<file path="src/rtl/pwrup_pkg.sv">
package pwrup_pkg;

  typedef enum logic [2:0] {
    ST_HOLD   = 3'd0,
    ST_DRIVE  = 3'd1,
    ST_SLEEP  = 3'd2,
    ST_LOCKW  = 3'd3,
    ST_ACTIVE = 3'd4
  } pwr_state_e;

  localparam int STRAP_N    = 2;
  localparam int STRAP_MODE = 0;
  localparam int STRAP_ADDR = 1;

  localparam int REG_CTRL = 0;
  localparam int REG_IDRV = 1;
  localparam int DATA_W   = 8;

endpackage

</file>
<file path="src/rtl/pwrup_rst_sync.sv">
module pwrup_rst_sync #(
  parameter int STAGES = 2
) (
  input  logic clk,
  input  logic rst_n,
  output logic rst_core_n
);
  logic [STAGES-1:0] sync_q;
  logic [STAGES-1:0] sync_d;

  always_comb begin
    sync_d = {sync_q[STAGES-2:0], 1'b1};
  end

  always_ff @(posedge clk or negedge rst_n) begin
    if (!rst_n) sync_q <= '0;
    else        sync_q <= sync_d;
  end

  assign rst_core_n = sync_q[STAGES-1];
endmodule

</file>
<file path="src/rtl/pwrup_strap_latch.sv">
module pwrup_strap_latch #(
  parameter int N = 2
) (
  input  logic         clk,
  input  logic         rst_n,
  input  logic         cap_en,
  input  logic         drv_en,
  input  logic [N-1:0] pad_i,
  output logic [N-1:0] val_o,
  output logic [N-1:0] oe_o
);
  for (genvar i = 0; i < N; i++) begin : g_pin
    logic val_q, val_d, oe_q, oe_d;

    always_comb begin
      val_d = val_q;
      oe_d  = oe_q;
      if (cap_en) val_d = pad_i[i];
      if (drv_en) oe_d  = 1'b1;
    end

    always_ff @(posedge clk or negedge rst_n) begin
      if (!rst_n) begin
        val_q <= 1'b0;
        oe_q  <= 1'b0;
      end else begin
        val_q <= val_d;
        oe_q  <= oe_d;
      end
    end

    assign val_o[i] = val_q;
    assign oe_o[i]  = oe_q;
  end
endmodule

</file>
<file path="src/rtl/pwrup_lock_timer.sv">
module pwrup_lock_timer #(
  parameter int CYCLES = 1024
) (
  input  logic clk,
  input  logic rst_n,
  input  logic count_en,
  input  logic lock_i,
  output logic done_o
);
  localparam int W = (CYCLES > 1) ? $clog2(CYCLES) : 1;
  localparam logic [W-1:0] LAST = W'(CYCLES - 1);

  logic [W-1:0] cnt_q, cnt_d;

  assign done_o = count_en && lock_i && (cnt_q == LAST);

  always_comb begin
    cnt_d = cnt_q;
    if (!count_en || !lock_i || done_o) cnt_d = '0;
    else                               cnt_d = cnt_q + 1'b1;
  end

  always_ff @(posedge clk or negedge rst_n) begin
    if (!rst_n) cnt_q <= '0;
    else        cnt_q <= cnt_d;
  end
endmodule

</file>
<file path="src/rtl/pwrup_regs.sv">
module pwrup_regs
  import pwrup_pkg::*;
#(
  parameter int         ADDR_W   = 2,
  parameter logic [3:0] ID_CODE  = 4'h9,
  parameter logic [3:0] REV_CODE = 4'h2
) (
  input  logic              clk,
  input  logic              rst_n,
  input  logic              wr_ok,
  input  logic              wr_i,
  input  logic [ADDR_W-1:0] addr_i,
  input  logic [DATA_W-1:0] wdata_i,
  output logic [DATA_W-1:0] rdata_o,
  output logic              run_o
);
  logic run_q, run_d;
  logic unused_wdata;

  assign unused_wdata = ^wdata_i[DATA_W-1:1];

  always_comb begin
    run_d = run_q;
    if (wr_ok && wr_i && (addr_i == ADDR_W'(REG_CTRL))) run_d = wdata_i[0];
  end

  always_ff @(posedge clk or negedge rst_n) begin
    if (!rst_n) run_q <= 1'b0;
    else        run_q <= run_d;
  end

  always_comb begin
    if (addr_i == ADDR_W'(REG_CTRL))      rdata_o = {{(DATA_W-1){1'b0}}, run_q};
    else if (addr_i == ADDR_W'(REG_IDRV)) rdata_o = {ID_CODE, REV_CODE};
    else                                  rdata_o = '0;
  end

  assign run_o = run_q;
endmodule

</file>
<file path="src/rtl/pwrup_seq.sv">
module pwrup_seq
  import pwrup_pkg::*;
#(
  parameter int         LOCK_CYCLES = 1024,
  parameter int         SYNC_STAGES = 2,
  parameter int         ADDR_W      = 2,
  parameter logic [3:0] ID_CODE     = 4'h9,
  parameter logic [3:0] REV_CODE    = 4'h2
) (
  input  logic              clk,
  input  logic              rst_n,
  input  logic [ADDR_W-1:0] reg_addr_i,
  input  logic              reg_wr_i,
  input  logic [7:0]        reg_wdata_i,
  output logic [7:0]        reg_rdata_o,
  input  logic              pll_lock_i,
  input  logic [1:0]        strap_pad_i,
  output logic [1:0]        strap_oe_o,
  output logic              mode_sw_o,
  output logic              addr_bit_o,
  output logic              low_power_o,
  output logic              ctrl_en_o,
  output logic              mute_o
);
  logic             rst_core_n;
  pwr_state_e       state_q, state_d;
  logic [STRAP_N-1:0] strap_val;
  logic             lock_done;
  logic             run_q;
  logic             sw_mode;

  pwrup_rst_sync #(.STAGES(SYNC_STAGES)) u_sync (
    .clk        (clk),
    .rst_n      (rst_n),
    .rst_core_n (rst_core_n)
  );

  pwrup_strap_latch #(.N(STRAP_N)) u_strap (
    .clk    (clk),
    .rst_n  (rst_core_n),
    .cap_en (state_q == ST_HOLD),
    .drv_en (state_q == ST_DRIVE),
    .pad_i  (strap_pad_i),
    .val_o  (strap_val),
    .oe_o   (strap_oe_o)
  );

  assign sw_mode = strap_val[STRAP_MODE];

  pwrup_lock_timer #(.CYCLES(LOCK_CYCLES)) u_lock (
    .clk      (clk),
    .rst_n    (rst_core_n),
    .count_en (state_q == ST_LOCKW),
    .lock_i   (pll_lock_i),
    .done_o   (lock_done)
  );

  pwrup_regs #(
    .ADDR_W   (ADDR_W),
    .ID_CODE  (ID_CODE),
    .REV_CODE (REV_CODE)
  ) u_regs (
    .clk     (clk),
    .rst_n   (rst_core_n),
    .wr_ok   (ctrl_en_o),
    .wr_i    (reg_wr_i),
    .addr_i  (reg_addr_i),
    .wdata_i (reg_wdata_i),
    .rdata_o (reg_rdata_o),
    .run_o   (run_q)
  );

  always_comb begin
    state_d = state_q;
    unique case (state_q)
      ST_HOLD:   state_d = ST_DRIVE;
      ST_DRIVE:  state_d = sw_mode ? ST_SLEEP : ST_LOCKW;
      ST_SLEEP:  if (run_q) state_d = ST_LOCKW;
      ST_LOCKW: begin
        if (sw_mode && !run_q) state_d = ST_SLEEP;
        else if (lock_done)    state_d = ST_ACTIVE;
      end
      ST_ACTIVE: begin
        if (sw_mode && !run_q) state_d = ST_SLEEP;
        else if (!pll_lock_i)  state_d = ST_LOCKW;
      end
      default:   state_d = ST_HOLD;
    endcase
  end

  always_ff @(posedge clk or negedge rst_core_n) begin
    if (!rst_core_n) state_q <= ST_HOLD;
    else             state_q <= state_d;
  end

  assign mode_sw_o   = sw_mode;
  assign addr_bit_o  = sw_mode & strap_val[STRAP_ADDR];
  assign ctrl_en_o   = sw_mode && (state_q != ST_HOLD);
  assign low_power_o = (state_q == ST_HOLD) || (state_q == ST_DRIVE) ||
                       (state_q == ST_SLEEP);
  assign mute_o      = !((state_q == ST_ACTIVE) && pll_lock_i &&
                         (!sw_mode || run_q));
endmodule

</file>
<file path="config.mk">
export PLATFORM = sky130hd
export DESIGN_NAME = pwrup_seq
export DESIGN_NICKNAME = d
export VERILOG_FILES = /design/src/rtl/pwrup_pkg.sv /design/src/rtl/pwrup_rst_sync.sv /design/src/rtl/pwrup_strap_latch.sv /design/src/rtl/pwrup_lock_timer.sv /design/src/rtl/pwrup_regs.sv /design/src/rtl/pwrup_seq.sv
export SDC_FILE = /design/constraint.sdc
export NUM_CORES = 1
export LEC_CHECK = 0
export BUFFER_PORTS_ARGS = -buffer_cell sky130_fd_sc_hd__buf_2
export CAP_MARGIN = 25
export CORE_MARGIN = 2
export CORE_UTILIZATION = 54
export DETAILED_ROUTE_END_ITERATION = 6
export HOLD_SLACK_MARGIN = 0.08
export PLACE_DENSITY_LB_ADDON = 0.2
export SLEW_MARGIN = 15
export SYNTH_ARGS = -nofsm -noshare
export SYNTH_HDL_FRONTEND = slang
export SYNTH_HIERARCHICAL = 1
export SYNTH_SLANG_ARGS = --single-unit
export TNS_END_PERCENT = 10
</file>
<file path="constraint.sdc">
create_clock -name clk -period 2.3 [get_ports clk]
set_input_delay 0.575 -clock clk [delete_from_list [all_inputs] [get_ports clk]]
set_output_delay 0.575 -clock clk [all_outputs]
set_load 0.01 [all_outputs]
</file>
==> results by group, run 1 <==
Status
  • Outcome: completed

Detailed routing
  • Vias: 784
  • DRC: 0
  • Antenna viol nets, final: 0
  • Total routed wirelength: 1900 µm
  • Mean routed wirelength per cell: 13.1 µm
  • First DRT Iteration DRCs: 18
  • Vias per cell: 5.41
  • Drt first pass iters: 4

Placed design
  • GP Congestion: 0.794
  • Post-DP HPWL: 1370 µm
  • Port Buffers: 19
  • Cells after DPL: 140

Power and ir drop
  • Comb power frac: 6.0%
  • Switching Fraction: 22.9%
  • NetSw: 0.125 mW
  • Max IR drop VDD: 0.339 mV
  • Total power after layout: 0.546 mW
  • Clock group share of total power: 29.8%
  • Internal: 0.421 mW
  • Power per Cell Area: 481 mW/mm²
  • LEAKAGE: 0.510 nW
  • Reg power frac: 64.3%

Yosys
  • EDFF count, synth: 0
  • Synth Area per Inst: 10.1 µm²
  • Seq/Total Area, Yosys: 45.2%
  • Yosys reg bits: 19
  • Synth Flop Type: dfrtp_1
  • Ys Warns: 6
  • Post-Syn Area: 0.00105 mm²
  • Cells after Synth: 104
  • Synth unique cells: 38
  • Post-synth ARST share: 100%

Die
  • Initial Utilization: 58.9%
  • Ports: 31
  • Core Rows: 15
  • Chip Width: 48.1 µm
  • Core area: 0.00178 mm²
  • Die Ht: 48.1 µm
  • Die area: 0.00232 mm²

CTS
  • CTS tree: yes
  • Worst-path clk slew: 0.10 ns
  • Number of clock buffers inserted by TritonCTS: 3
  • CTS resizes: 0
  • Buffer depth of the longest clock path: 2
  • Skew-Pair Late Insertion Delay: 0.29 ns
  • Sink Count: 19
  • Root buffer cell: clkbuf_4
  • H-tree levels: 1

Timing
  • Final Hold Viols: 0
  • Setup TNS: 0 ns
  • Period Utilization, post-route: 90.1%
  • Hold WS: 0.291 ns
  • Worst Clk Skew: 0.00244 ns
  • Slew Viols, Final: 0
  • # setup viols final: 0
  • Fmax: 0.482 GHz
  • Relative slew slack: 51.2%
  • RSZ-0062 raised after global routing: false
  • Worst-margin pin slew: 0.726 ns
  • Min Tclk post-route: 2.07 ns

Layout
  • Util after Layout: 63.6%
  • Commonest non-fill, non-tap cells in the layout: buf_2 (19), dfrtp_1 (19), nor2_1 (9)
  • Antenna Cells: 0
  • Layout area overhead: 7.98%
  • Ratio of cells with drive above 1 in the final layout: 24.2%
  • Post-Layout Cell Count: 145
  • # nets final: 138

Global route
  • Global routing's busiest layer: met2
  • M1 GR Usage: 27.3%
  • Largest net degree at the start of global routing: 18
  • Initial antenna violation count: 0
  • Total track usage: 20.4%
  • Grt met2 use: 30.7%
  • Global-route wire length before repair: 3180 µm
  • Vias in the first global route: 749
  • Met3 global-route usage: 4.44%
  • GRT overflow: 0

Run
  • Number of max-cap violations: 0

Critical path
  • Slowest CP cell: dfrtp_1
  • CP Launch Type: register
  • CP cell instances: buf_4 -> nor3_1 -> nor2b_1 -> buf_2
  • Worst Path Required: 1.73 ns
  • Max incr delay on CP: 0.39 ns
  • Setup CP Type: register to output port
  • CP endpoint kind: output port
  • Worst path arrival time: 1.50 ns
  • CP max FO: 11

Min path
  • Worst min path class: register to asynchronous set/reset pin
[stage by stage]
step | instance area [µm²] | setup WS, ns
after floorplan | 1060 | 0.686
after global placement | 1100 | 0.397
after detailed placement | 1100 | 0.391
after CTS | 1130 | 0.200
after global routing | 1130 | 0.0926
final | 1130 | 0.227
[final cells by class]
cell class / count / area [µm²]
clock buffers: 4 / 26.3
fillers: 155 / 648
inverters: 2 / 7.51
multi-input cells: 74 / 482
flip-flops and latches: 19 / 475
well taps: 25 / 31.3
repair buffers: 21 / 113
[routing by layer]
metal,part of all wire [%],vias up,wire (µm)
li1,-,389,-
met1,48,373,912
met3,2.9,2,55
met2,48,20,910
met5,0,-,0
met4,0.95,0,18
[final timing paths]
check,startpoint,endpoint,slack (ns),depth (start not counted)
min in group clk,u_sync/sync_q[0],u_sync/sync_q[1],0.36,0
worst max-delay path,state_q[2],ctrl_en_o,0.23,4
max in group asynchronous,u_sync/sync_q[1],u_strap/g_pin[0].oe_q,1.57,0
worst max register to register,state_q[1],state_q[0],0.34,6
worst min register to register,u_sync/sync_q[1],u_lock/cnt_q[2],0.29,0
worst min-delay path,u_sync/sync_q[1],u_lock/cnt_q[2],0.29,0
[cells by family (layout without fill, tap and decap cells)]
family / count (synthesis) / count (layout) / share of synthesized area (%)
compound gates: 20 / 20 / 13.8
xor+xnor: 3 / 3 / 2.50
fa+ha+maj: 1 / 1 / 1.19
buf+inv: 14 / 27 / 10.0
flops: 19 / 19 / 45.2
mux: 3 / 3 / 3.21
other cells: 2 / 5 / 0.715
simple gates: 42 / 42 / 23.3
[synth_stat cells, types with 3 or more instances]
cell type  instances  share of area (%)
dfrtp_1           19                 45
buf_4             10                7.1
nor2_1             9                3.2
a21oi_1            6                2.9
nand2_1            4                1.4
nand3_1            4                1.9
nor2b_1            4                2.4
nand2b_1           3                1.8
nand4_1            3                1.8
o21ai_0            3                1.4
[critical path: cells and delay by family, from the launching register on]
| kind | cells | cell delay, ns |
|---|---|---|
| buffers and inverters | 2 | 0.32 |
| DFF | 1 | 0.39 |
| and+or+nand+nor | 2 | 0.49 |
[flip-flops by register name, summed over array words and instances, names as in the netlist]
signal / flops
u_regs/run_o: 1
u_strap/g_pin.val_q: 2
state_q: 3
u_lock/cnt_q: 10
u_sync/sync_q: 2
u_strap/g_pin.oe_q: 1
[repair_timing]
action                                 in CTS  in global routing
hold buffers                                1                  0
setup buffers                               0                  0
endpoints found under the hold margin       2                  0
[power groups by stage]
stage / registers [mW] / clock network [mW] / logic, mW
global route: 0.353 / 0.194 / 0.0371
floorplan: 0.355 / 0 / 0.0241
finish: 0.351 / 0.162 / 0.0325
global placement: 0.357 / 0 / 0.0294
detailed placement: 0.358 / 0 / 0.0312
CTS: 0.351 / 0.170 / 0.0326
(Power assumes the default switching activity.)
==> run 2: changes to the inputs <==
--- a/config.mk
+++ b/config.mk
@@ -11,7 +11,7 @@
 export CORE_UTILIZATION = 54
 export DETAILED_ROUTE_END_ITERATION = 6
 export HOLD_SLACK_MARGIN = 0.08
-export PLACE_DENSITY_LB_ADDON = 0.2
+export PLACE_DENSITY = 0.87
 export SLEW_MARGIN = 15
 export SYNTH_ARGS = -nofsm -noshare
 export SYNTH_HDL_FRONTEND = slang
==> run 2 against run 1 <==
Net effect: wire length shrank 7.2%; maximum frequency grew 1.3%; clock power is essentially flat; sequential cell count is the same; power shrank 0.89%; die area is the same; non-clock buffer count is the same; critical path depth is the same; sequential power is essentially flat; combinational power shrank 3%; critical path type unchanged; critical endpoint unchanged; largest power group unchanged.
==> results by group, run 2 (same netlist as run 1, synthesis figures left out) <==
Status
  • Outcome: completed

Critical path
  • CP endpoint kind: output port
  • CP Launch Type: register
  • Setup CP Type: register to output port
  • R2R Setup Slk: 0.37 ns
  • Worst r2r src: state_q[0]
  • CP max FO: 11
  • Reg2reg end: state_q[0]
  • Worst Path Required: 1.73 ns
  • Reg2Reg Depth: 6
  • Worst path arrival time: 1.47 ns

Detailed routing
  • Antenna viol nets, final: 0
  • Drt first pass iters: 4
  • Mean routed wirelength per cell: 12.1 µm
  • Total routed wirelength: 1760 µm
  • First DRT Iteration DRCs: 5
  • Vias: 791
  • Vias per cell: 5.46
  • DRC: 0

Timing
  • Worst-margin pin slew: 0.665 ns
  • Relative slew slack: 55.7%
  • RSZ-0062 raised after global routing: false
  • Setup TNS: 0 ns
  • Fmax: 0.489 GHz
  • Min Tclk post-route: 2.05 ns
  • Slew Viols, Final: 0
  • Period Utilization, post-route: 89.0%
  • # setup viols final: 0
  • Final Hold Viols: 0
  • Worst Clk Skew: 0.00637 ns

Global route
  • Total track usage: 17.4%
  • GRT overflow: 0
  • Initial antenna violation count: 0
  • Vias in the first global route: 631
  • Largest net degree at the start of global routing: 18
  • Global-route wire length before repair: 2740 µm

Placed design
  • Port Buffers: 19
  • Cells after DPL: 140
  • GP Congestion: 0.789
  • Post-DP HPWL: 1350 µm

CTS
  • Sink Count: 19
  • Skew-Pair Late Insertion Delay: 0.29 ns
  • Number of clock buffers inserted by TritonCTS: 3
  • CTS tree: yes
  • H-tree levels: 1
  • Worst-path clk slew: 0.10 ns
  • Postcts setup bufs: 0
  • Buffer depth of the longest clock path: 2
  • Root buffer cell: clkbuf_4

Layout
  • Largest regs: u_lock/cnt_q (10), state_q (3)
  • Antenna Cells: 0
  • Largest register FFs: 10
  • Commonest non-fill, non-tap cells in the layout: buf_2 (19), dfrtp_1 (19), nor2_1 (9)
  • Post-Layout Cell Count: 145
  • Ratio of cells with drive above 1 in the final layout: 24.2%
  • Fillcell total: 154
  • Largest register by flop count: u_lock/cnt_q
  • Layout area overhead: 7.98%
  • # nets final: 138

Die
  • Core area: 0.00178 mm²
  • Die Ht: 48.1 µm
  • Chip Width: 48.1 µm
  • Ports: 31
  • Initial Utilization: 58.9%
  • Core Rows: 15
  • Die area: 0.00232 mm²

Power and ir drop
  • Power per Cell Area: 476 mW/mm²
  • Max IR drop VDD: 0.391 mV
  • Total power after layout: 0.541 mW
  • Reg power frac: 64.8%
  • Comb power frac: 5.8%
  • Clock group share of total power: 29.4%
  • LEAKAGE: 0.510 nW
  • Switching Fraction: 22.2%
  • NetSw: 0.120 mW
  • Internal: 0.421 mW

Run
  • Number of max-cap violations: 0

Min path
  • Worst min path class: register to asynchronous set/reset pin
-- run 2: cell counts in the layout (fill, tap and decap cells not counted) --
No cell type changed its count.
-- run 2: worst max-delay path: stages, from the launching register on --
cell,delay (ns)
dfrtp_1,0.38
buf_4,0.17
nor3_1,0.38
nor2b_1,0.10
buf_2,0.15
-- run 2: worst max path at each step --
stage	endpoint	cells past startpoint	start	slack, ns
6_report	ctrl_en_o	4	state_q[2]	0.25
5_1_grt	ctrl_en_o	4	state_q[2]	0.14
4_1_cts	ctrl_en_o	4	state_q[2]	0.22
3_5_place_dp	state_q[0]	6	pll_lock_i	0.41
3_3_place_gp	state_q[0]	6	pll_lock_i	0.42
2_1_floorplan	state_q[0]	6	state_q[1]	0.69
-- run 2: stage by stage --
step	setup WS, ns	hold WS (ns)	instance area (µm²)	utilization, %
2_1_floorplan	0.686	0.213	1060	-
3_3_place_gp	0.419	0.296	1100	61.6
3_5_place_dp	0.409	0.292	1100	61.6
4_1_cts	0.215	0.307	1130	63.6
5_1_grt	0.136	0.359	1130	63.6
6_report	0.253	0.280	1130	63.6
-- run 2: power groups by stage --
stage	clock network, mW	registers, mW	logic, mW
floorplan	0	0.355	0.0241
global placement	0	0.357	0.0291
detailed placement	0	0.358	0.0302
CTS	0.168	0.351	0.0316
global route	0.179	0.352	0.0366
finish	0.159	0.350	0.0315
-- run 2: what timing repair did --
item	in CTS	in global routing
hold buffers	1	0
endpoints found under the hold margin	2	0
gates resized for setup	0	0
-- run 2: layer usage --
layer  wire, µm  up-vias  global-route usage [%]
li1           -      391                       -
met5          0        -                       0
met3         69        2                    2.22
met2        886       21                    26.1
met4         17        0                    9.73
met1        788      377                    24.5
-- run 2: cell type report --
| cell class | instances | area [µm²] | share of cell area, % |
|---|---|---|---|
| multi-input combinational | 74 | 482 | 42.4 |
| sequential | 19 | 475 | 41.9 |
| timing repair buffer | 21 | 113 | 9.92 |
| tap | 25 | 31.3 | 2.76 |
| clock buffer | 4 | 26.3 | 2.32 |
| inverter | 2 | 7.51 | 0.662 |
==> run 3: changes to the inputs <==
--- a/config.mk
+++ b/config.mk
@@ -5,7 +5,7 @@
 export SDC_FILE = /design/constraint.sdc
 export NUM_CORES = 1
 export LEC_CHECK = 0
-export BUFFER_PORTS_ARGS = -buffer_cell sky130_fd_sc_hd__buf_2
+export BUFFER_PORTS_ARGS = -buffer_cell sky130_fd_sc_hd__clkbuf_2
 export CAP_MARGIN = 25
 export CORE_MARGIN = 2
 export CORE_UTILIZATION = 54
==> run 3 against run 2 <==
Net effect: sequential cell count did not move; first-iteration DRC count rose by 120%; global-route usage rose by 0.63 points; sequential power barely moved; clock skew rose by 0.0017 ns; combinational power rose by 2%; worst hold slack improved by 0.0051 ns; count of clock-buffer cells in the layout did not move; setup slack got worse by 0.0054 ns; power rose by 1.1%; largest cell class unchanged; largest power group unchanged; maximum frequency fell by 0.26%; final cell count did not move.
==> results by group, run 3 (same netlist as run 1, synthesis figures left out) <==
Critical path
  • Worst r2r src: state_q[1]
  • CP max FO: 11
  • Reg2reg end: state_q[0]
  • Setup CP Type: register to output port
  • Worst Path Required: 1.73 ns
  • CP endpoint kind: output port
  • CP Launch Type: register
  • Reg2Reg Depth: 6
  • Worst path arrival time: 1.48 ns
  • Worst setup path startpoint: state_q[2]
  • R2R Setup Slk: 0.36 ns

Power and ir drop
  • Comb power frac: 5.9%
  • Internal: 0.421 mW
  • Clock group share of total power: 30.0%
  • LEAKAGE: 0.505 nW
  • Switching Fraction: 23.1%
  • Reg power frac: 64.1%
  • NetSw: 0.126 mW
  • Power per Cell Area: 482 mW/mm²
  • Max IR drop VDD: 0.387 mV

Global route
  • Largest net degree at the start of global routing: 18
  • Vias in the first global route: 686
  • Initial antenna violation count: 0
  • Total track usage: 18.1%
  • GRT overflow: 0
  • Global-route wire length before repair: 2850 µm

Timing
  • Fmax: 0.487 GHz
  • Slew Viols, Final: 0
  • # setup viols final: 0
  • Relative slew slack: 55.1%
  • Min Tclk post-route: 2.05 ns
  • Final worst setup slack: 0.248 ns
  • RSZ-0062 raised after global routing: false
  • Worst Clk Skew: 0.00807 ns
  • Final Hold Viols: 0
  • Period Utilization, post-route: 89.2%
  • Worst-margin pin slew: 0.674 ns
  • Setup TNS: 0 ns

Die
  • Core area: 0.00178 mm²
  • Core Rows: 15
  • Die area: 0.00232 mm²
  • Chip Width: 48.1 µm
  • Initial Utilization: 58.9%
  • Ports: 31
  • Die Ht: 48.1 µm

Detailed routing
  • Mean routed wirelength per cell: 12.6 µm
  • Vias per cell: 5.33
  • Drt first pass iters: 4
  • DRC: 0
  • First DRT Iteration DRCs: 11
  • Vias: 773
  • Antenna viol nets, final: 0
  • Total routed wirelength: 1830 µm

CTS
  • Worst-path clk slew: 0.10 ns
  • Sink Count: 19
  • Skew-Pair Late Insertion Delay: 0.30 ns
  • H-tree levels: 1
  • CTS resizes: 0
  • Buffer depth of the longest clock path: 2
  • CTS tree: yes
  • Postcts setup bufs: 0
  • Hold_buf cts: 1
  • Root buffer cell: clkbuf_4
  • Number of clock buffers inserted by TritonCTS: 3

Layout
  • Antenna Cells: 0
  • Layout area overhead: 7.98%
  • Largest register by flop count: u_lock/cnt_q
  • Post-Layout Cell Count: 145
  • Commonest non-fill, non-tap cells in the layout: clkbuf_2 (19), dfrtp_1 (19), nor2_1 (9)
  • # nets final: 138
  • Largest regs: u_lock/cnt_q (10), state_q (3)
  • Largest register FFs: 10
  • Ratio of cells with drive above 1 in the final layout: 24.2%

Run
  • Number of max-cap violations: 0

Status
  • Outcome: completed

Placed design
  • Pre-CTS setup slack: 0.391 ns
  • Port Buffers: 19
  • Cells after DPL: 140
  • Post-DP HPWL: 1350 µm
  • GP Congestion: 0.783

Min path
  • Worst min path class: register to asynchronous set/reset pin
## run 3: cell count changes in the layout (fill, tap and decap cells not counted), sizes merged
cell and delta:
buf -19, clkbuf +19
## run 3: how the worst max path moves through the flow
stage	slack (ns)	to	cells after the start
4_1_cts	0.23	ctrl_en_o	4
2_1_floorplan	0.69	state_q[0]	6
3_3_place_gp	0.41	state_q[0]	6
3_5_place_dp	0.39	state_q[0]	6
5_1_grt	0.16	ctrl_en_o	4
6_report	0.25	ctrl_en_o	4
## run 3: through the flow
stage | power, mW | util, % | hold WS [ns] | cell area [µm²]
finish | 0.547 | 63.6 | 0.285 | 1130
detailed placement | 0.388 | 61.6 | 0.295 | 1100
global route | 0.573 | 63.6 | 0.355 | 1130
floorplan | 0.379 | - | 0.213 | 1060
CTS | 0.556 | 63.6 | 0.312 | 1130
global placement | 0.386 | 61.6 | 0.296 | 1100
## run 3: critical path, cell delays in order, from the launching register on
cell and delay (ns):
dfrtp_1 0.38, buf_4 0.17, nor3_1 0.38, nor2b_1 0.10
clkbuf_2 0.15
## run 3: area by class of cell
class                      instances  area [µm²]
sequential                        19         475
clock buffer                       4        26.3
multi-input combinational         74         482
fill                             159         648
tap                               25        31.3
inverter                           2        7.51
timing repair buffer              21         113
## run 3: power groups by stage
stage               Clock [mW]  Combinational (mW)  Sequential (mW)
floorplan                    0              0.0241            0.355
global placement             0              0.0292            0.357
detailed placement           0              0.0304            0.358
CTS                      0.173              0.0320            0.351
global route             0.182              0.0373            0.353
finish                   0.164              0.0321            0.351
## run 3: routing by layer
| layer | vias to the layer above | routed length, µm | track usage (%) |
|---|---|---|---|
| met4 | 0 | 24 | 8.11 |
| met3 | 3 | 45 | 3.33 |
| met2 | 16 | 898 | 29.1 |
| met1 | 367 | 860 | 23.8 |
| met5 | - | 0 | 0 |
| li1 | 387 | - | - |
